===== config.mk =====
export PLATFORM = sky130hd
export DESIGN_NAME = mfq_capture
export DESIGN_NICKNAME = d
export VERILOG_FILES = /design/src/rtl/mfq_pkg.sv /design/src/rtl/mfq_slot_decode.sv /design/src/rtl/mfq_shadow.sv /design/src/rtl/mfq_hold.sv /design/src/rtl/mfq_capture.sv
export SDC_FILE = /design/constraint.sdc
export NUM_CORES = 1
export LEC_CHECK = 0
export BUFFER_PORTS_ARGS = -buffer_cell sky130_fd_sc_hd__clkbuf_2
export CORE_AREA = 2 2 44 46
export CTS_BUF_LIST = sky130_fd_sc_hd__clkbuf_8
export DETAILED_ROUTE_END_ITERATION = 8
export DIE_AREA = 0 0 46 48
export PLACE_DENSITY = 0.86
export SYNTH_ARGS = -nofsm -noshare
export SYNTH_HDL_FRONTEND = slang
export SYNTH_HIERARCHICAL = 1
export SYNTH_SLANG_ARGS = --single-unit

===== constraint.sdc =====
create_clock -name clk -period 2.8 [get_ports clk]
set_clock_uncertainty 0.15 [all_clocks]
set_input_delay 0.14 -clock clk [delete_from_list [all_inputs] [get_ports clk]]
set_output_delay 0.14 -clock clk [all_outputs]
set_load 0.01 [all_outputs]

===== src/rtl/mfq_pkg.sv =====
package mfq_pkg;

    localparam int unsigned QBITS  = 4;
    localparam int unsigned RD_W   = 8;
    localparam int unsigned SLOT_W = $clog2(QBITS);

    typedef logic [QBITS-1:0]  qword_t;
    typedef logic [RD_W-1:0]   rdword_t;
    typedef logic [SLOT_W-1:0] slot_idx_t;

    // Decoded Q slot of the current frame
    typedef struct packed {
        logic      hit;
        slot_idx_t idx;
    } slot_t;

    // Completed message offered for publication
    typedef struct packed {
        logic   valid;
        qword_t word;
    } qmsg_t;

    // Slot 0 (first received) lands in the most significant bit
    function automatic qword_t place_bit(qword_t w, slot_idx_t idx, logic b);
        qword_t r;
        r = w;
        r[QBITS-1-int'(idx)] = b;
        return r;
    endfunction

    function automatic rdword_t pack_rd(qword_t q);
        return {{(RD_W-QBITS){1'b0}}, q};
    endfunction

endpackage


===== src/rtl/mfq_slot_decode.sv =====
module mfq_slot_decode
    import mfq_pkg::*;
#(
    parameter int unsigned POS_W     = 5,
    parameter int unsigned Q_SPACING = 5
) (
    input  logic [POS_W-1:0] pos,
    output slot_t            slot
);

    logic [QBITS-1:0] hits;

    for (genvar k = 0; k < QBITS; k++) begin : g_slot
        localparam logic [POS_W-1:0] SLOT_POS = POS_W'(k * Q_SPACING);
        assign hits[k] = (pos == SLOT_POS);
    end

    always_comb begin
        slot = '0;
        for (int k = 0; k < QBITS; k++) begin
            if (hits[k]) begin
                slot.hit = 1'b1;
                slot.idx = SLOT_W'(k);
            end
        end
    end

endmodule


===== src/rtl/mfq_shadow.sv =====
module mfq_shadow
    import mfq_pkg::*;
(
    input  logic  clk,
    input  logic  rst,
    input  logic  en,
    input  logic  stb,
    input  logic  sync,
    input  logic  q,
    input  slot_t slot,
    output qmsg_t msg
);

    localparam slot_idx_t LAST = SLOT_W'(QBITS - 1);

    slot_idx_t fill, fill_n;
    qword_t    shadow, shadow_n;

    always_comb begin
        fill_n   = fill;
        shadow_n = shadow;
        msg      = '0;
        if (!en) begin
            fill_n = '0;
        end else if (stb) begin
            if (!sync) begin
                fill_n = '0;
            end else if (slot.hit) begin
                if (slot.idx == '0) begin
                    shadow_n = place_bit('1, '0, q);
                    fill_n   = SLOT_W'(1);
                end else if (slot.idx == fill) begin
                    shadow_n = place_bit(shadow, slot.idx, q);
                    if (slot.idx == LAST) begin
                        msg.valid = 1'b1;
                        msg.word  = shadow_n;
                        fill_n    = '0;
                    end else begin
                        fill_n = fill + 1'b1;
                    end
                end else begin
                    fill_n = '0;
                end
            end
        end
    end

    always_ff @(posedge clk) begin
        if (rst) begin
            fill   <= '0;
            shadow <= '1;
        end else begin
            fill   <= fill_n;
            shadow <= shadow_n;
        end
    end

    // a strobe without sync leaves nothing collected
    assert_sync_drop_R4: assert property (@(posedge clk) disable iff (rst)
        (stb && !sync) |=> (fill == '0));

    // a publish is only offered with the preceding slots collected
    assert_ordered_R10: assert property (@(posedge clk) disable iff (rst)
        msg.valid |-> (fill == LAST));

endmodule


===== src/rtl/mfq_hold.sv =====
module mfq_hold
    import mfq_pkg::*;
#(
    parameter int unsigned HOLD_FRAMES = 20
) (
    input  logic   clk,
    input  logic   rst,
    input  logic   en,
    input  logic   stb,
    input  logic   rd,
    input  qmsg_t  msg,
    output qword_t visible,
    output logic   irq
);

    localparam int unsigned CNT_W = $clog2(HOLD_FRAMES);
    localparam logic [CNT_W-1:0] LIMIT = CNT_W'(HOLD_FRAMES - 1);

    logic [CNT_W-1:0] since;
    logic             publish;

    assign publish = en && stb && msg.valid && (since >= LIMIT);

    always_ff @(posedge clk) begin
        if (rst || !en) begin
            visible <= '1;
            irq     <= 1'b0;
            since   <= LIMIT;
        end else begin
            if (publish) begin
                visible <= msg.word;
                since   <= '0;
            end else if (stb && since < LIMIT) begin
                since <= since + 1'b1;
            end
            if (publish)  irq <= 1'b1;
            else if (rd)  irq <= 1'b0;
        end
    end

    // value frozen while the guard window is open
    assert_hold_window_R8: assert property (@(posedge clk) disable iff (rst)
        (en && since < LIMIT) |=> (!en || $stable(visible)));

    // value only moves on a frame strobe
    assert_idle_stable_R3: assert property (@(posedge clk) disable iff (rst)
        (en && !stb) |=> (!en || $stable(visible)));

    // disabled forces all ones and no flag
    assert_disabled_ones_R5: assert property (@(posedge clk) disable iff (rst)
        !en |=> (visible == '1 && !irq));

endmodule


===== src/rtl/mfq_capture.sv =====
module mfq_capture
    import mfq_pkg::*;
#(
    parameter int unsigned MF_FRAMES   = 20,
    parameter int unsigned Q_SPACING   = 5,
    parameter int unsigned HOLD_FRAMES = 20,
    localparam int unsigned POS_W      = $clog2(MF_FRAMES)
) (
    input  logic             clk,
    input  logic             rst,
    input  logic             frame_stb,
    input  logic [POS_W-1:0] mf_pos,
    input  logic             mf_sync,
    input  logic             q_bit,
    input  logic             mf_enable,
    input  logic             rd_en,
    output logic [RD_W-1:0]  rd_data,
    output logic             q_irq
);

    slot_t  slot;
    qmsg_t  msg;
    qword_t visible;

    mfq_slot_decode #(
        .POS_W     (POS_W),
        .Q_SPACING (Q_SPACING)
    ) u_decode (
        .pos  (mf_pos),
        .slot (slot)
    );

    mfq_shadow u_shadow (
        .clk  (clk),
        .rst  (rst),
        .en   (mf_enable),
        .stb  (frame_stb),
        .sync (mf_sync),
        .q    (q_bit),
        .slot (slot),
        .msg  (msg)
    );

    mfq_hold #(
        .HOLD_FRAMES (HOLD_FRAMES)
    ) u_hold (
        .clk     (clk),
        .rst     (rst),
        .en      (mf_enable),
        .stb     (frame_stb),
        .rd      (rd_en),
        .msg     (msg),
        .visible (visible),
        .irq     (q_irq)
    );

    assign rd_data = pack_rd(visible);

    // a read with no frame strobe leaves the flag clear
    assert_read_clears_R7: assert property (@(posedge clk) disable iff (rst)
        (rd_en && !frame_stb) |=> !q_irq);

    // the flag only rises on an enabled frame strobe
    assert_irq_on_frame_R6: assert property (@(posedge clk) disable iff (rst)
        $rose(q_irq) |-> $past(frame_stb && mf_enable));

    // reserved bits stay zero
    assert_reserved_zero_R1: assert property (@(posedge clk) disable iff (rst)
        rd_data[RD_W-1:QBITS] == '0);

endmodule


==> results of run 1 <==
==> cells in the final DEF, fill, tap and decap left out, types with 2 or more instances in the layout <==
cell,Yosys,final
a211o_1,2,2
a21oi_1,8,8
a31oi_1,2,2
and2_1,4,4
and4_1,2,2
buf_4,6,2
clkbuf_2,1,16
clkbuf_8,0,3
conb_1,1,4
dfxtp_1,15,15
inv_1,3,4
nand2_1,10,10
nand2b_1,2,2
nand4_1,2,2
nor2_1,7,7
nor3_1,8,8
nor4bb_1,2,2
o21ai_0,5,5
o21ai_1,2,2
o31ai_1,2,2
xor2_1,3,3
==> worst max path at each step <==
stage / start / endpoint / slack, ns
final: mf_pos[2] / u_hold/visible[0]$_SDFFE_PP1P_ / 0.77
after global routing: mf_pos[2] / u_hold/visible[1]$_SDFFE_PP1P_ / 0.62
after CTS: mf_pos[2] / u_hold/visible[0]$_SDFFE_PP1P_ / 0.83
after detailed placement: mf_pos[2] / u_hold/visible[0]$_SDFFE_PP1P_ / 0.58
after global placement: mf_pos[2] / u_hold/visible[1]$_SDFFE_PP1P_ / 0.76
after floorplan: mf_pos[2] / u_hold/since[1]$_SDFFE_PP1P_ / 0.97
==> Yosys cell counts (2+ instances only) <==
| cell type | instances |
|---|---|
| nand4_1 | 2 |
| inv_1 | 3 |
| dfxtp_1 | 15 |
| a21oi_1 | 8 |
| buf_6 | 2 |
| nor4bb_1 | 2 |
| nor3_1 | 8 |
| o21ai_0 | 5 |
| a211o_1 | 2 |
| a31oi_1 | 2 |
| nand2b_1 | 2 |
| o21ai_1 | 2 |
| and4_1 | 2 |
| and2_1 | 4 |
| o31ai_1 | 2 |
| buf_2 | 2 |
| xor2_1 | 3 |
| nor2_1 | 7 |
| buf_4 | 6 |
| nand2_1 | 10 |
==> sequential cells by signal (all words and copies together) (netlist names) <==
register and flops:
u_hold/irq 1, u_hold/since 5, u_shadow/fill 2, u_shadow/shadow 3, u_hold/visible 4
==> through the flow <==
| step | area [sq um] | utilization | cells |
|---|---|---|---|
| 6_report | 1040 | 0.6156 | 144 |
| 4_1_cts | 1040 | 0.6156 | 144 |
| 3_3_place_gp | 994.7 | 0.5889 | 140 |
| 5_1_grt | 1040 | 0.6156 | 144 |
| 2_1_floorplan | 964.7 | - | 117 |
| 3_5_place_dp | 994.7 | 0.5889 | 140 |
==> where the power goes <==
group          switching, mW  total (mW)  internal, mW
logic                 0.0270      0.0421        0.0151
registers           0.000406       0.214         0.214
clock network         0.0729       0.170        0.0971
==> layer usage <==
layer	track usage	routed length, microns	vias to the layer above
li1	-	-	429
met3	0.03774	75	6
met2	0.3500	948	32
met1	0.2345	853	392
met4	0.1257	55	0
met5	0	0	-
==> cell type report <==
type	instances	area [sq um]
clock buffer	3	41.29
fill	149	649.4
tap	17	21.27
sequential	15	300.3
inverter	3	11.26
timing repair buffer	18	95.09
multi-input combinational	87	566.8
clock inverter	1	3.754
==> kinds of logic (layout without fill, tap and decap cells) <==
| logic type | Yosys count | in the layout |
|---|---|---|
| AOI/OAI and AO/OA | 32 | 32 |
| xor gates and xnor gates | 4 | 4 |
| adders and majority gates | 1 | 1 |
| buffers and inverters | 15 | 25 |
| DFF | 15 | 15 |
| other | 1 | 4 |
| and+or+nand+nor | 46 | 46 |
==> worst max-delay path: cells and delay by family <==
| family | cells | cell delay, ns |
|---|---|---|
| xor+xnor | 1 | 0.18 |
| buf+inv | 1 | 0.09 |
| compound gates | 2 | 0.39 |
| simple gates | 5 | 1.23 |
==> impl_metrics.csv, run 1 <==
group,metric,value,unit
status,status,"finished clean",
setup_path,critPathKind,"input pin to register",
grt,gr-total-overflow,0,
logic_synthesis,synthSimpleGateAreaFrac,0.2900,
detailed_routing,via_per_inst,5.965,
sta,drv_slew,0,
setup_path,crit_top_cell,"nor3_1",
power_and_ir_drop,p_leak,0.4267,nW
logic_synthesis,yosys_warnings,6,
grt,antenna_found_initial,0,
floorplanning,die_x,46,microns
sta,fin_ws,0.7735,ns
sta,whs,0.03570,ns
setup_path,worst_r2r_endpoint,"u_hold/visible[0]$_SDFFE_PP1P_",
detailed_routing,first_pass_iters,4,
logic_synthesis,synth_top_family_by_area,"simple AND/OR/NAND/NOR gates",
detailed_routing,vias,859,
setup_path,crit_slowest_cell,"nor3_1",
cts,ctsHtreeMaxLevel,1,
cells_and_area,diodes,0,
cts,cts_buffers,3,
sta,rsz0062_at_grt,"false",
logic_synthesis,synth_compound_area_frac,0.2388,
logic_synthesis,yosys-top-cells-area,"dfxtp_1 31%, buf_4 4.7%, a21oi_1 4.2%",
sta,setup_viol,0,
setup_path,crit_chain,"clkbuf_2 > xor2_1 > nor3_1 > nand4_1 > nor3_2 > and4_1 > o21a_4 > nor3_1 > a21oi_1",
floorplanning,start_util,0.5644,
detailed_routing,drt-initial-drc-count,30,
grt,grt_usage,0.2039,
setup_path,r2r_cells,6,
setup_path,crit_path_end_kind,"register",
detailed_routing,drc_errors,0,
setup_path,r2r_slack,0.97,ns
logic_synthesis,syn_inst,114,
logic_synthesis,muxShareOfSynthArea,0,
grt,grt_pass1_wl,3194,microns
place,dpl.hpwl,1468,microns
setup_path,critical_path.max_stage_delay,0.35,ns
floorplanning,die-area,2208,sq um
place,port_buffers,16,
logic_synthesis,synthAdderAreaFrac,0.01312,
worst_hold_path,worstHoldPathCells,4,
cts,cts_setup_buffers,0,
floorplanning,coreArea,1689,sq um
cts,cts_resized,0,
logic_synthesis,synth_async_sr_flop_share,0,
sta,hold_viol,0,
cts,clock_path_buffers,2,
worst_hold_path,hold_path_class,"input pin to register",
grt,grt_max_degree,15,
setup_path,crit_path_max_fanout,14,
logic_synthesis,synth.distinct_cells,45,
detailed_routing,ant_nets,0,
cts,cts_tree,"built",
run,maxCapViolations,0,
logic_synthesis,seq_area_frac_synth,0.3150,
setup_path,arrival,2.05,ns
sta,fin_tns_setup,0,ns
logic_synthesis,synth_edf_count,0,
worst_hold_path,min_to,"u_hold/irq$_SDFFE_PP0P_",
logic_synthesis,synth_top_cell_area_share,0.3150,
sta,clock.fmax,493.5,MHz
cts,cts_sinks,15,
logic_synthesis,synthFlopType,"dfxtp_1",
power_and_ir_drop,ir_drop,0.3485,mV
setup_path,critPathRequiredTime,2.82,ns
logic_synthesis,netlist_area,953.4,sq um
worst_hold_path,min-delay-start,"rd_en",
cts,cts_root_buffer,"clkbuf_8",
logic_synthesis,ys_ff_latch,15,
setup_path,critPathLaunchType,"input pin",
logic_synthesis,avgSynthCellArea,8.363,sq um
power_and_ir_drop,p_total,0.4264,mW
sta,fin_crit,2.026,ns
cts,clkTransAtPathRegs,0.06,ns
power_and_ir_drop,power_density,410.1,nW/um^2
cells_and_area,nets,141,
cells_and_area,synthToLayoutAreaGrowth,9.055,%
detailed_routing,wire_per_inst,13.42,microns
logic_synthesis,synth-xor-area-share,0.03675,
cells_and_area,drive_above_1_share,0.2362,
logic_synthesis,yosys.area.top_type,"dfxtp_1",
cts,postCtsHoldBufs,0,
floorplanning,rows,15,
detailed_routing,routed_wl,1933,microns
setup_path,timing.rr.start,"u_shadow/fill[0]$_SDFFE_PP0P_",
floorplanning,io_pins,21,
floorplanning,die_h,48,microns
place,place_ws,0.5776,ns
place,gp_congestion,0.8583,
grt,grt_pass1_vias,771,
cts,insertion_delay,0.25,ns
sta,period_share,0.7237,
No activity file was read; power rests on OpenSTA's default activity.
==> run 2: changes to the inputs <==
--- a/config.mk
+++ b/config.mk
@@ -6,11 +6,11 @@
 export NUM_CORES = 1
 export LEC_CHECK = 0
 export BUFFER_PORTS_ARGS = -buffer_cell sky130_fd_sc_hd__clkbuf_2
-export CORE_AREA = 2 2 44 46
+export CORE_AREA = 2 2 45 47
 export CTS_BUF_LIST = sky130_fd_sc_hd__clkbuf_8
 export DETAILED_ROUTE_END_ITERATION = 8
-export DIE_AREA = 0 0 46 48
-export PLACE_DENSITY = 0.86
+export DIE_AREA = 0 0 47 49
+export PLACE_DENSITY = 0.83
 export SYNTH_ARGS = -nofsm -noshare
 export SYNTH_HDL_FRONTEND = slang
 export SYNTH_HIERARCHICAL = 1
==> constraint.sdc (replaced) <==
create_clock -name clk -period 2.01 [get_ports clk]
set_clock_uncertainty 0.15 [all_clocks]
set_input_delay 0.1005 -clock clk [delete_from_list [all_inputs] [get_ports clk]]
set_output_delay 0.1005 -clock clk [all_outputs]
set_load 0.01 [all_outputs]
==> run 2 against run 1 <==
  * Critical path depth unchanged
  * Count of clock-buffer cells in the layout unchanged
  * Critical path type unchanged
  * Power increased by 37%
==> impl_metrics.csv, run 2 (synthesis gave the netlist of run 1 again) <==
group,metric,value,unit
status,status,"finished clean",
worst_hold_path,min_to,"u_shadow/shadow[2]$_SDFFE_PP1P_",
cells_and_area,synthToLayoutAreaGrowth,11.94,%
cells_and_area,largest_reg_flops,5,
setup_path,crit_path_end_kind,"register",
cts,cts_setup_buffers,0,
setup_path,critPathLaunchType,"input pin",
floorplanning,die_h,49,microns
sta,setup_viol,0,
grt,grt_pass1_wl,3125,microns
cells_and_area,drive_above_1_share,0.2481,
run,maxCapViolations,0,
power_and_ir_drop,ir_drop,0.3166,mV
grt,grt_max_degree,15,
worst_hold_path,min-delay-start,"rst",
detailed_routing,wire_per_inst,11.48,microns
setup_path,r2r_cells,6,
cells_and_area,final_core_util,0.5795,
sta,fin_tns_setup,0,ns
setup_path,critical_path.max_stage_delay,0.35,ns
detailed_routing,routed_wl,1791,microns
sta,rsz0062_at_grt,"false",
setup_path,critPathRequiredTime,2.03,ns
cts,cts_sinks,15,
detailed_routing,first_pass_iters,4,
sta,whs,0.006243,ns
detailed_routing,vias,834,
cts,cts_resized,0,
cells_and_area,nets,143,
floorplanning,die_x,47,microns
grt,gr-total-overflow,0,
setup_path,critPathKind,"input pin to register",
cells_and_area,diodes,0,
power_and_ir_drop,power_density,547.2,nW/um^2
floorplanning,die-area,2303,sq um
setup_path,worst_r2r_endpoint,"u_hold/visible[0]$_SDFFE_PP1P_",
place,dpl.cell_count,152,
setup_path,crit_path_max_fanout,14,
power_and_ir_drop,p_total,0.5840,mW
cells_and_area,instances_no_fill,156,
cts,clkTransAtPathRegs,0.06,ns
setup_path,timing.rr.start,"u_shadow/fill[0]$_SDFFE_PP0P_",
setup_path,path_buf_inv,1,
cts,insertion_delay,0.24,ns
sta,fin_ws,0.2679,ns
sta,clock.fmax,574.0,MHz
power_and_ir_drop,p_leak,0.4363,nW
sta,drv_slew,0,
place,gp_congestion,0.7953,
cts,cts_root_buffer,"clkbuf_8",
cells_and_area,final_cell_mix,"16 x clkbuf_2, 15 x dfxtp_1, 10 x nand2_1, 8 x nor3_1, 8 x a21oi_1",
detailed_routing,via_per_inst,5.346,
cells_and_area,largest_registers,"u_hold/since: 5 flops, u_hold/visible: 4 flops, u_shadow/shadow: 3 flops",
cts,cts_tree,"built",
floorplanning,rows,16,
setup_path,crit_top_cell,"nor3_1",
sta,period_share,0.8667,
sta,fin_crit,1.742,ns
grt,grt_pass1_vias,732,
cells_and_area,multiInputGateArea,566.8,sq um
cts,cts_buffers,3,
place,dpl.hpwl,1393,microns
sta,hold_viol,0,
setup_path,r2r_slack,0.37,ns
worst_hold_path,worstHoldPathCells,3,
detailed_routing,drt-initial-drc-count,14,
cells_and_area,final_area,1067,sq um
place,place_ws,0.02720,ns
grt,antenna_found_initial,0,
place,placed_area,1022,sq um
floorplanning,io_pins,21,
floorplanning,coreArea,1842,sq um
grt,grt_usage,0.1809,
cells_and_area,final_common_cell,"clkbuf_2",
cells_and_area,top_register,"u_hold/since",
detailed_routing,drc_errors,0,
cells_and_area,fillers,185,
setup_path,crit_family,"simple AND/OR/NAND/NOR gates",
worst_hold_path,hold_path_class,"input pin to register",
setup_path,arrival,1.76,ns
cts,clock_path_buffers,2,
cts,postCtsHoldBufs,0,
cells_and_area,seqCellArea,300.3,sq um
detailed_routing,ant_nets,0,
cts,ctsHtreeMaxLevel,1,
place,port_buffers,16,
setup_path,crit_slowest_cell,"nor3_1",
floorplanning,start_util,0.5177,
setup_path,crit_chain,"clkbuf_2 > xor2_1 > nor3_1 > nand4_1 > nor3_2 > and4_1 > o21a_4 > nor3_1 > a21oi_1",
-- run 2: changes by cell type in the layout (fill, tap and decap cells not counted) --
cell   before  now
buf_4       2    4
-- run 2: area by class of cell --
cell class                 instances  share of cell area
inverter                           3             0.01055
timing repair buffer              20              0.1032
tap                               27             0.03165
sequential                        15              0.2814
clock buffer                       3             0.03869
multi-input combinational         87              0.5311
clock inverter                     1            0.003517
-- run 2: power by group --
part | internal [mW] | switching [mW] | leakage (nW)
Sequential | 0.298 | 0.000600 | 0.121
Combinational | 0.0213 | 0.0358 | 0.288
Clock | 0.135 | 0.0934 | 0.0269
-- run 2: per-layer routing --
metal | up-vias | GRT usage | share of wire
met3 | 4 | 0.02222 | 0.035
li1 | 431 | - | -
met1 | 376 | 0.2373 | 0.44
met4 | 0 | 0.06944 | 0.016
met2 | 23 | 0.2922 | 0.51
met5 | - | 0 | 0
-- run 2: worst reg2reg max path, stage by stage, from the launching register on --
cell     delay, ns
dfxtp_1       0.47
nand2_1       0.10
nor3_2        0.20
and4_1        0.23
o21a_4        0.23
nor3_1        0.07
a21oi_1       0.13
-- run 2: how the worst max path moves through the flow --
stage | from | endpoint | slack, ns | cells past startpoint
2_1_floorplan | mf_pos[2] | u_hold/since[1]$_SDFFE_PP1P_ | 0.22 | 8
3_3_place_gp | mf_pos[2] | u_hold/visible[2]$_SDFFE_PP1P_ | 0.11 | 9
3_5_place_dp | mf_pos[2] | u_hold/visible[1]$_SDFFE_PP1P_ | 0.03 | 9
4_1_cts | mf_pos[2] | u_hold/visible[2]$_SDFFE_PP1P_ | 0.29 | 9
5_1_grt | mf_pos[2] | u_hold/visible[2]$_SDFFE_PP1P_ | 0.07 | 9
6_report | mf_pos[2] | u_hold/visible[0]$_SDFFE_PP1P_ | 0.27 | 9
